<file path="config.mk">
export PLATFORM = sky130hd
export DESIGN_NAME = blkdisk_ctrl
export DESIGN_NICKNAME = d
export VERILOG_FILES = /design/src/rtl/blkdisk_pkg.sv /design/src/rtl/blkdisk_regs.sv /design/src/rtl/blkdisk_xfer.sv /design/src/rtl/blkdisk_ctrl.sv
export SDC_FILE = /design/constraint.sdc
export NUM_CORES = 1
export LEC_CHECK = 0
export CAP_MARGIN = 20
export CELL_PAD_IN_SITES_DETAIL_PLACEMENT = 1
export CELL_PAD_IN_SITES_GLOBAL_PLACEMENT = 1
export CORE_UTILIZATION = 42
export CTS_CLUSTER_SIZE = 24
export DETAILED_ROUTE_END_ITERATION = 7
export DONT_BUFFER_PORTS = 1
export GPL_ROUTABILITY_DRIVEN = 1
export GPL_TIMING_DRIVEN = 1
export PLACE_DENSITY = 0.69
export SLEW_MARGIN = 30
export SYNTH_ARGS = -nofsm -noshare
export SYNTH_HDL_FRONTEND = slang
export SYNTH_SLANG_ARGS = --single-unit
</file>
<file path="constraint.sdc">
create_clock -name clk -period 6.06 [get_ports clk]
set_input_delay 0.606 -clock clk [delete_from_list [all_inputs] [get_ports clk]]
set_output_delay 0.606 -clock clk [all_outputs]
set_load 0.02 [all_outputs]
</file>
<file path="src/rtl/blkdisk_pkg.sv">
package blkdisk_pkg;

   // Control word field positions (decoded by software drivers)
   localparam int CTRL_CMD_BIT  = 0;
   localparam int CTRL_IE_BIT   = 1;
   localparam int CTRL_BLK_LSB  = 2;
   localparam int BLK_NUM_W_DEF = 20;

   // Register offsets within the 16-byte window
   localparam logic [3:0] OFS_CTRL  = 4'h0;
   localparam logic [3:0] OFS_MADDR = 4'h4;
   localparam logic [3:0] OFS_STAT  = 4'h8;

   typedef enum logic {
      CMD_LOAD  = 1'b0,
      CMD_STORE = 1'b1
   } xfer_cmd_e;

endpackage

</file>
<file path="src/rtl/blkdisk_regs.sv">
module blkdisk_regs
   import blkdisk_pkg::*;
#(
   parameter int                ADDR_W    = 32,
   parameter int                DATA_W    = 32,
   parameter logic [ADDR_W-1:0] BASE_ADDR = 32'hF000_0000
) (
   input  logic              clk,
   input  logic              rst_n,
   input  logic              io_we,
   input  logic [ADDR_W-1:0] io_addr,
   input  logic [DATA_W-1:0] io_wdata,
   input  logic              busy,
   output logic [DATA_W-1:0] io_rdata,
   output logic              start,
   output logic [DATA_W-1:0] maddr_q
);

   localparam int DEC_LSB = 4;

   if (BASE_ADDR[DEC_LSB-1:0] != '0) begin : g_bad_base
      $error("BASE_ADDR must be 16-byte aligned");
   end

   logic              hit_blk;
   logic [3:0]        sel;
   logic              hit_ctrl;
   logic              hit_maddr;
   logic [DATA_W-1:0] ctrl_q;

   assign hit_blk   = (io_addr[ADDR_W-1:DEC_LSB] == BASE_ADDR[ADDR_W-1:DEC_LSB]);
   assign sel       = io_addr[DEC_LSB-1:0];
   assign hit_ctrl  = hit_blk && (sel == OFS_CTRL);
   assign hit_maddr = hit_blk && (sel == OFS_MADDR);
   assign start     = io_we && hit_ctrl && !busy;

   always_ff @(posedge clk) begin
      if (!rst_n) begin
         ctrl_q  <= '0;
         maddr_q <= '0;
      end else begin
         if (start) ctrl_q <= io_wdata;
         if (io_we && hit_maddr) maddr_q <= io_wdata;
      end
   end

   always_comb begin
      io_rdata = '0;
      if (hit_blk) begin
         case (sel)
            OFS_CTRL:  io_rdata = ctrl_q;
            OFS_MADDR: io_rdata = maddr_q;
            OFS_STAT:  io_rdata = DATA_W'(busy);
            default:   io_rdata = '0;
         endcase
      end
   end

   // a control write during a transfer leaves the stored command alone
   assert_busy_write_dropped_R7: assert property (@(posedge clk) disable iff (!rst_n)
      (io_we && hit_ctrl && busy) |=> $stable(ctrl_q));

endmodule

</file>
<file path="src/rtl/blkdisk_xfer.sv">
module blkdisk_xfer
   import blkdisk_pkg::*;
#(
   parameter int ADDR_W        = 32,
   parameter int DATA_W        = 32,
   parameter int BLK_NUM_W     = BLK_NUM_W_DEF,
   parameter int WORDS_PER_BLK = 1024,
   parameter int RD_LAT        = 1,
   localparam int IDX_W        = $clog2(WORDS_PER_BLK)
) (
   input  logic                 clk,
   input  logic                 rst_n,
   input  logic                 start,
   input  xfer_cmd_e            start_cmd,
   input  logic                 start_ie,
   input  logic [BLK_NUM_W-1:0] start_blk,
   input  logic [ADDR_W-1:0]    start_maddr,
   output logic                 busy,
   output logic                 irq_done,
   output logic                 mem_req,
   output logic                 mem_we,
   output logic [ADDR_W-1:0]    mem_addr,
   output logic [DATA_W-1:0]    mem_wdata,
   input  logic [DATA_W-1:0]    mem_rdata,
   output logic                 dsk_req,
   output logic                 dsk_we,
   output logic [BLK_NUM_W+IDX_W-1:0] dsk_addr,
   output logic [DATA_W-1:0]    dsk_wdata,
   input  logic [DATA_W-1:0]    dsk_rdata
);

   localparam int CNT_W    = IDX_W + 1;
   localparam int ADDR_LSB = $clog2(DATA_W / 8);
   localparam logic [CNT_W-1:0]  CNT_END  = CNT_W'(WORDS_PER_BLK);
   localparam logic [IDX_W-1:0]  IDX_LAST = IDX_W'(WORDS_PER_BLK - 1);
   localparam logic [ADDR_W-1:0] LSB_MASK = ADDR_W'((1 << ADDR_LSB) - 1);

   if (RD_LAT < 1) begin : g_bad_lat
      $error("RD_LAT must be at least 1");
   end
   if (WORDS_PER_BLK < 2 || (1 << IDX_W) != WORDS_PER_BLK) begin : g_bad_words
      $error("WORDS_PER_BLK must be a power of two, at least 2");
   end
   if (DATA_W % 8 != 0 || (1 << ADDR_LSB) * 8 != DATA_W) begin : g_bad_data
      $error("DATA_W must be a power-of-two number of bytes");
   end

   // Job latched at acceptance
   logic                 busy_q;
   logic                 irq_q;
   xfer_cmd_e            job_cmd;
   logic                 job_ie;
   logic [BLK_NUM_W-1:0] job_blk;
   logic [ADDR_W-1:0]    job_base;
   logic [CNT_W-1:0]     rd_cnt;

   logic             issuing;
   logic [IDX_W-1:0] rd_idx;
   logic             wr_v;
   logic [IDX_W-1:0] wr_idx;
   logic             last_wr;
   logic             is_load;

   assign issuing = busy_q && (rd_cnt != CNT_END);
   assign rd_idx  = rd_cnt[IDX_W-1:0];
   assign last_wr = wr_v && (wr_idx == IDX_LAST);
   assign is_load = (job_cmd == CMD_LOAD);

   // Read-to-write alignment: variant chosen by the source latency
   if (RD_LAT == 1) begin : g_lat_one
      logic             v_q;
      logic [IDX_W-1:0] i_q;
      always_ff @(posedge clk) begin
         if (!rst_n) begin
            v_q <= 1'b0;
            i_q <= '0;
         end else begin
            v_q <= issuing;
            i_q <= rd_idx;
         end
      end
      assign wr_v   = v_q;
      assign wr_idx = i_q;
   end else begin : g_lat_deep
      logic [RD_LAT-1:0] v_pipe;
      logic [IDX_W-1:0]  i_pipe [RD_LAT];
      always_ff @(posedge clk) begin
         if (!rst_n) begin
            v_pipe <= '0;
            for (int s = 0; s < RD_LAT; s++) i_pipe[s] <= '0;
         end else begin
            v_pipe[0] <= issuing;
            i_pipe[0] <= rd_idx;
            for (int s = 1; s < RD_LAT; s++) begin
               v_pipe[s] <= v_pipe[s-1];
               i_pipe[s] <= i_pipe[s-1];
            end
         end
      end
      assign wr_v   = v_pipe[RD_LAT-1];
      assign wr_idx = i_pipe[RD_LAT-1];
   end

   always_ff @(posedge clk) begin
      if (!rst_n) begin
         busy_q   <= 1'b0;
         irq_q    <= 1'b0;
         job_cmd  <= CMD_LOAD;
         job_ie   <= 1'b0;
         job_blk  <= '0;
         job_base <= '0;
         rd_cnt   <= '0;
      end else begin
         irq_q <= 1'b0;
         if (start) begin
            busy_q   <= 1'b1;
            job_cmd  <= start_cmd;
            job_ie   <= start_ie;
            job_blk  <= start_blk;
            job_base <= start_maddr & ~LSB_MASK;
            rd_cnt   <= '0;
         end else begin
            if (issuing) rd_cnt <= rd_cnt + 1'b1;
            if (last_wr) begin
               busy_q <= 1'b0;
               irq_q  <= job_ie;
            end
         end
      end
   end

   logic [IDX_W-1:0] m_idx;
   logic [IDX_W-1:0] d_idx;

   assign m_idx     = is_load ? wr_idx : rd_idx;
   assign d_idx     = is_load ? rd_idx : wr_idx;
   assign mem_req   = is_load ? wr_v : issuing;
   assign mem_we    = is_load && wr_v;
   assign mem_addr  = job_base + (ADDR_W'(m_idx) << ADDR_LSB);
   assign mem_wdata = dsk_rdata;
   assign dsk_req   = is_load ? issuing : wr_v;
   assign dsk_we    = !is_load && wr_v;
   assign dsk_addr  = {job_blk, d_idx};
   assign dsk_wdata = mem_rdata;
   assign busy      = busy_q;
   assign irq_done  = irq_q;

   assert_busy_after_start_R2: assert property (@(posedge clk) disable iff (!rst_n)
      start |=> busy_q);

   assert_start_only_idle_R7: assert property (@(posedge clk) disable iff (!rst_n)
      start |-> !busy_q);

   assert_irq_at_fall_R6: assert property (@(posedge clk) disable iff (!rst_n)
      irq_q |-> $fell(busy_q));

   assert_irq_follows_enable_R6: assert property (@(posedge clk) disable iff (!rst_n)
      $fell(busy_q) |-> (irq_q == job_ie));

   assert_single_writer_R10: assert property (@(posedge clk) disable iff (!rst_n)
      !(mem_we && dsk_we));

   assert_idle_quiet_R1: assert property (@(posedge clk) disable iff (!rst_n)
      !busy_q |-> !(mem_req || dsk_req));

   assert_no_overrun_R9: assert property (@(posedge clk) disable iff (!rst_n)
      rd_cnt <= CNT_END);

endmodule

</file>
<file path="src/rtl/blkdisk_ctrl.sv">
module blkdisk_ctrl
   import blkdisk_pkg::*;
#(
   parameter int                ADDR_W        = 32,
   parameter int                DATA_W        = 32,
   parameter int                BLK_NUM_W     = BLK_NUM_W_DEF,
   parameter int                WORDS_PER_BLK = 1024,
   parameter int                RD_LAT        = 1,
   parameter logic [ADDR_W-1:0] BASE_ADDR     = 32'hF000_0000,
   localparam int               IDX_W         = $clog2(WORDS_PER_BLK),
   localparam int               DADDR_W       = BLK_NUM_W + IDX_W
) (
   input  logic               clk,
   input  logic               rst_n,
   input  logic               io_we,
   input  logic [ADDR_W-1:0]  io_addr,
   input  logic [DATA_W-1:0]  io_wdata,
   output logic [DATA_W-1:0]  io_rdata,
   output logic               mem_req,
   output logic               mem_we,
   output logic [ADDR_W-1:0]  mem_addr,
   output logic [DATA_W-1:0]  mem_wdata,
   input  logic [DATA_W-1:0]  mem_rdata,
   output logic               dsk_req,
   output logic               dsk_we,
   output logic [DADDR_W-1:0] dsk_addr,
   output logic [DATA_W-1:0]  dsk_wdata,
   input  logic [DATA_W-1:0]  dsk_rdata,
   output logic               irq_done
);

   if (DATA_W < CTRL_BLK_LSB + BLK_NUM_W) begin : g_bad_ctrl
      $error("control word too narrow for the block number");
   end
   if (ADDR_W > DATA_W) begin : g_bad_addr
      $error("address register must fit a data word");
   end

   logic              busy;
   logic              start;
   logic [DATA_W-1:0] maddr_q;

   blkdisk_regs #(
      .ADDR_W    (ADDR_W),
      .DATA_W    (DATA_W),
      .BASE_ADDR (BASE_ADDR)
   ) u_regs (
      .clk      (clk),
      .rst_n    (rst_n),
      .io_we    (io_we),
      .io_addr  (io_addr),
      .io_wdata (io_wdata),
      .busy     (busy),
      .io_rdata (io_rdata),
      .start    (start),
      .maddr_q  (maddr_q)
   );

   blkdisk_xfer #(
      .ADDR_W        (ADDR_W),
      .DATA_W        (DATA_W),
      .BLK_NUM_W     (BLK_NUM_W),
      .WORDS_PER_BLK (WORDS_PER_BLK),
      .RD_LAT        (RD_LAT)
   ) u_xfer (
      .clk         (clk),
      .rst_n       (rst_n),
      .start       (start),
      .start_cmd   (xfer_cmd_e'(io_wdata[CTRL_CMD_BIT])),
      .start_ie    (io_wdata[CTRL_IE_BIT]),
      .start_blk   (io_wdata[CTRL_BLK_LSB +: BLK_NUM_W]),
      .start_maddr (maddr_q[ADDR_W-1:0]),
      .busy        (busy),
      .irq_done    (irq_done),
      .mem_req     (mem_req),
      .mem_we      (mem_we),
      .mem_addr    (mem_addr),
      .mem_wdata   (mem_wdata),
      .mem_rdata   (mem_rdata),
      .dsk_req     (dsk_req),
      .dsk_we      (dsk_we),
      .dsk_addr    (dsk_addr),
      .dsk_wdata   (dsk_wdata),
      .dsk_rdata   (dsk_rdata)
   );

endmodule

</file>
==> results.txt <==
CP Max Fanout: 28
Leak: 2.35 nW
register area: 0.00236 sq mm
worst hold path type: input pin to flip-flop
max-slew violation count: 0
CP endpoint kind: primary output
max_cap viols: 0
P per Cell Area: 279 mW/mm^2
Die X: 130 microns
R2R Setup Slk: 4.18 ns
outcome: completed
Starting Density: 43.2%
Seq/Total Area, Yosys: 34.3%
Worst Hold Endpoint: u_xfer.job_blk[11]
# setup viols final: 0
placed wire-length estimate: 13300 microns
syn avg cell area: 9.55 sq um
per-cell routed wire length: 21.7 microns
Post-synth EDFFs: 0
top post-synthesis cells by area: dfxtp_1 34%, mux2i_1 14%, buf_4 9.5%
normalized max-slew margin: 30.2%
clock latency on the worst-skew pair: 0.41 ns
Post-Syn Area: 0.00689 sq mm
largest net degree at the start of global routing: 108
Hold Startpoint: rst_n
P&R area growth vs syn: 1.65%
Routed WL: 18600 microns
synthesis warning total: 0
total track usage: 21.8%
dominant synthesized flop cell: dfxtp_1
most numerous cell in the Yosys netlist: dfxtp_1
most frequent cells after synthesis: 118 x dfxtp_1, 96 x mux2i_1, 95 x nor2b_1
WS Path Type: flip-flop to primary output
first-pass GRT wire length: 27400 microns
crit path DAT: 3.71 ns
Setup Buffers After CTS: 0
Num CTS Buffers: 17
DRC Markers: 0
CP top delay family: compound AO/OA/AOI/OAI gates
CP max-delay cell: o21ai_1
share of cells above drive strength 1: 8.75%
Max clock buf depth: 2
RD Place Congestion: 0.930
Worst path max stage delay: 0.82 ns
Worst R2R Start: u_xfer.busy
worst hold slack: 0.333 ns
post-synth cell types: 49
vias in the first global route: 4932
Root Buffer: clkbuf_16
Worst Setup Start Kind: flip-flop
post-route ant nets: 0
initial antenna violation count: 0
dominant cell type by area after synthesis: dfxtp_1
#FFs+latches synth: 118
final number of hold-violating endpoints: 0
post_cts resized: 0
skew final: 0.00944 ns
Core Area: 0.0159 sq mm
H-Tree Depth: 4
post-route minimum period: 4.31 ns
Final #Nets: 771
Post-synth ARST share: 0%
top-area cell type share of the netlist area: 34.3%
DR pass1 iterations: 4
# rows: 46
TritonCTS clock tree: built
Vias per Instance: 5.47
Post-Route Setup TNS: 0 ns
Buf+Inv Stages, Crit Path: 1
cts hold-fix bufs: 0
cells after synthesis: 721
IO Pins: 294
CTS clk-pin slew, worst paths: 0.06 ns
DR vias: 4683
GR Overflow Total: 0
die height: 130 microns
Worst IR Drop VDD: 169 uV
worst slew pin tran: 1.04 ns
diode count: 0
area occupied by multi-input gates: 0.00357 sq mm
Peak Freq: 232 MHz
Port Buffer Count: 0
Clock Sinks: 118
FF-to-FF path depth: 6
die area: 0.0169 sq mm
filler instances: 1812
Crit path required time: 5.45 ns
R2R Path End: u_xfer.job_base[24]
sequence of cells on the critical path: buf_4, mux2_1, ha_1, a21oi_1, a21boi_1, o21ai_1, a2111oi_2, xor2_1
hold depth: 1
RSZ-0062 raised after global routing: false
Final Cycle Share: 71.2%
initial drt markers: 137
worst reg2reg max path, stage by stage, from the launching register on:
cell	delay, ns
dfxtp_1	0.33
inv_1	0.11
nand2_1	0.10
nor4_4	0.18
buf_4	0.63
mux2i_1	0.33
nor2b_1	0.08
cell type report:
cell class	count	share of cell area (%)
clock inverter	13	3.22
tap	216	3.86
inverter	15	1.00
clock buffer	19	6.47
multi-input combinational	468	51.0
sequential	118	33.7
timing repair buffer	7	0.751
where the power goes:
part / leakage [nW] / internal (mW) / switching [mW]
Sequential: 0.950 / 0.776 / 0.0000000000964
Clock: 0.333 / 0.792 / 0.363
Combinational: 1.07 / 0.0141 / 0.00820
cells in the final DEF (no fill, tap or decap), drive strengths merged, types with 10 or more instances in the layout:
master  netlist  layout
inv          14      15
xnor2        13      13
clkbuf       24      19
nor2b        95      95
and2         12      12
a21oi        16      16
nor2         51      51
a22oi        31      31
ha           12      12
mux2i        96      96
dfxtp       118     118
nand3        11      11
mux2         18      18
nand2        18      18
a211oi       10      10
xor2         25      25
per-layer routing:
| metal | global-route usage [%] | part of all wire (%) | routed length (microns) | up-vias |
|---|---|---|---|---|
| met5 | 0 | 0 | 0 | - |
| met4 | 11.4 | 3.3 | 607 | 0 |
| met3 | 6.31 | 8.2 | 1530 | 40 |
| met2 | 36.7 | 49 | 9040 | 204 |
| met1 | 25.0 | 40 | 7390 | 2240 |
| li1 | - | - | - | 2199 |
flip-flops by register name, indices dropped and copies added, names as in the netlist, 10 cells and up:
signal / flops
u_regs.maddr_q: 32
u_xfer.job_base: 30
u_xfer.job_blk: 19
u_regs.ctrl_q: 13
u_xfer.rd_cnt: 11
u_xfer.g_lat_one.i_q: 10
cells by family after synthesis:
| group | count (synthesis) | share of synthesized area [%] |
|---|---|---|
| AOI/OAI and AO/OA | 79 | 8.10 |
| buffers and inverters | 136 | 14.2 |
| DFF | 118 | 34.3 |
| muxes | 114 | 16.9 |
| xor gates and xnor gates | 38 | 4.83 |
| adders and majority gates | 13 | 2.47 |
| and+or+nand+nor | 222 | 19.1 |
| other | 1 | 0.0544 |
worst max path at each step:
stage	to	cells after the start	slack (ns)	startpoint
after floorplan	mem_addr[26]	11	2.37	u_regs.ctrl_q[0]
after global placement	mem_addr[31]	8	2.41	u_regs.ctrl_q[0]
after detailed placement	mem_addr[31]	8	2.25	u_regs.ctrl_q[0]
after CTS	mem_addr[31]	8	1.78	u_regs.ctrl_q[0]
after global routing	mem_addr[31]	8	1.63	u_regs.ctrl_q[0]
final	mem_addr[31]	8	1.75	u_regs.ctrl_q[0]
metrics by stage:
stage	total power, mW	std cells	cell area [sq um]	setup WS, ns	utilization (%)
after floorplan	0.881	722	6890	2.37	-
after global placement	0.815	824	6320	2.41	39.7
after detailed placement	0.815	824	6320	2.25	39.7
after CTS	1.98	856	7000	1.78	43.9
after global routing	2.02	856	7000	1.63	43.9
final	1.95	856	7000	1.75	43.9
Note: power is estimated with default switching activity, not from simulation.
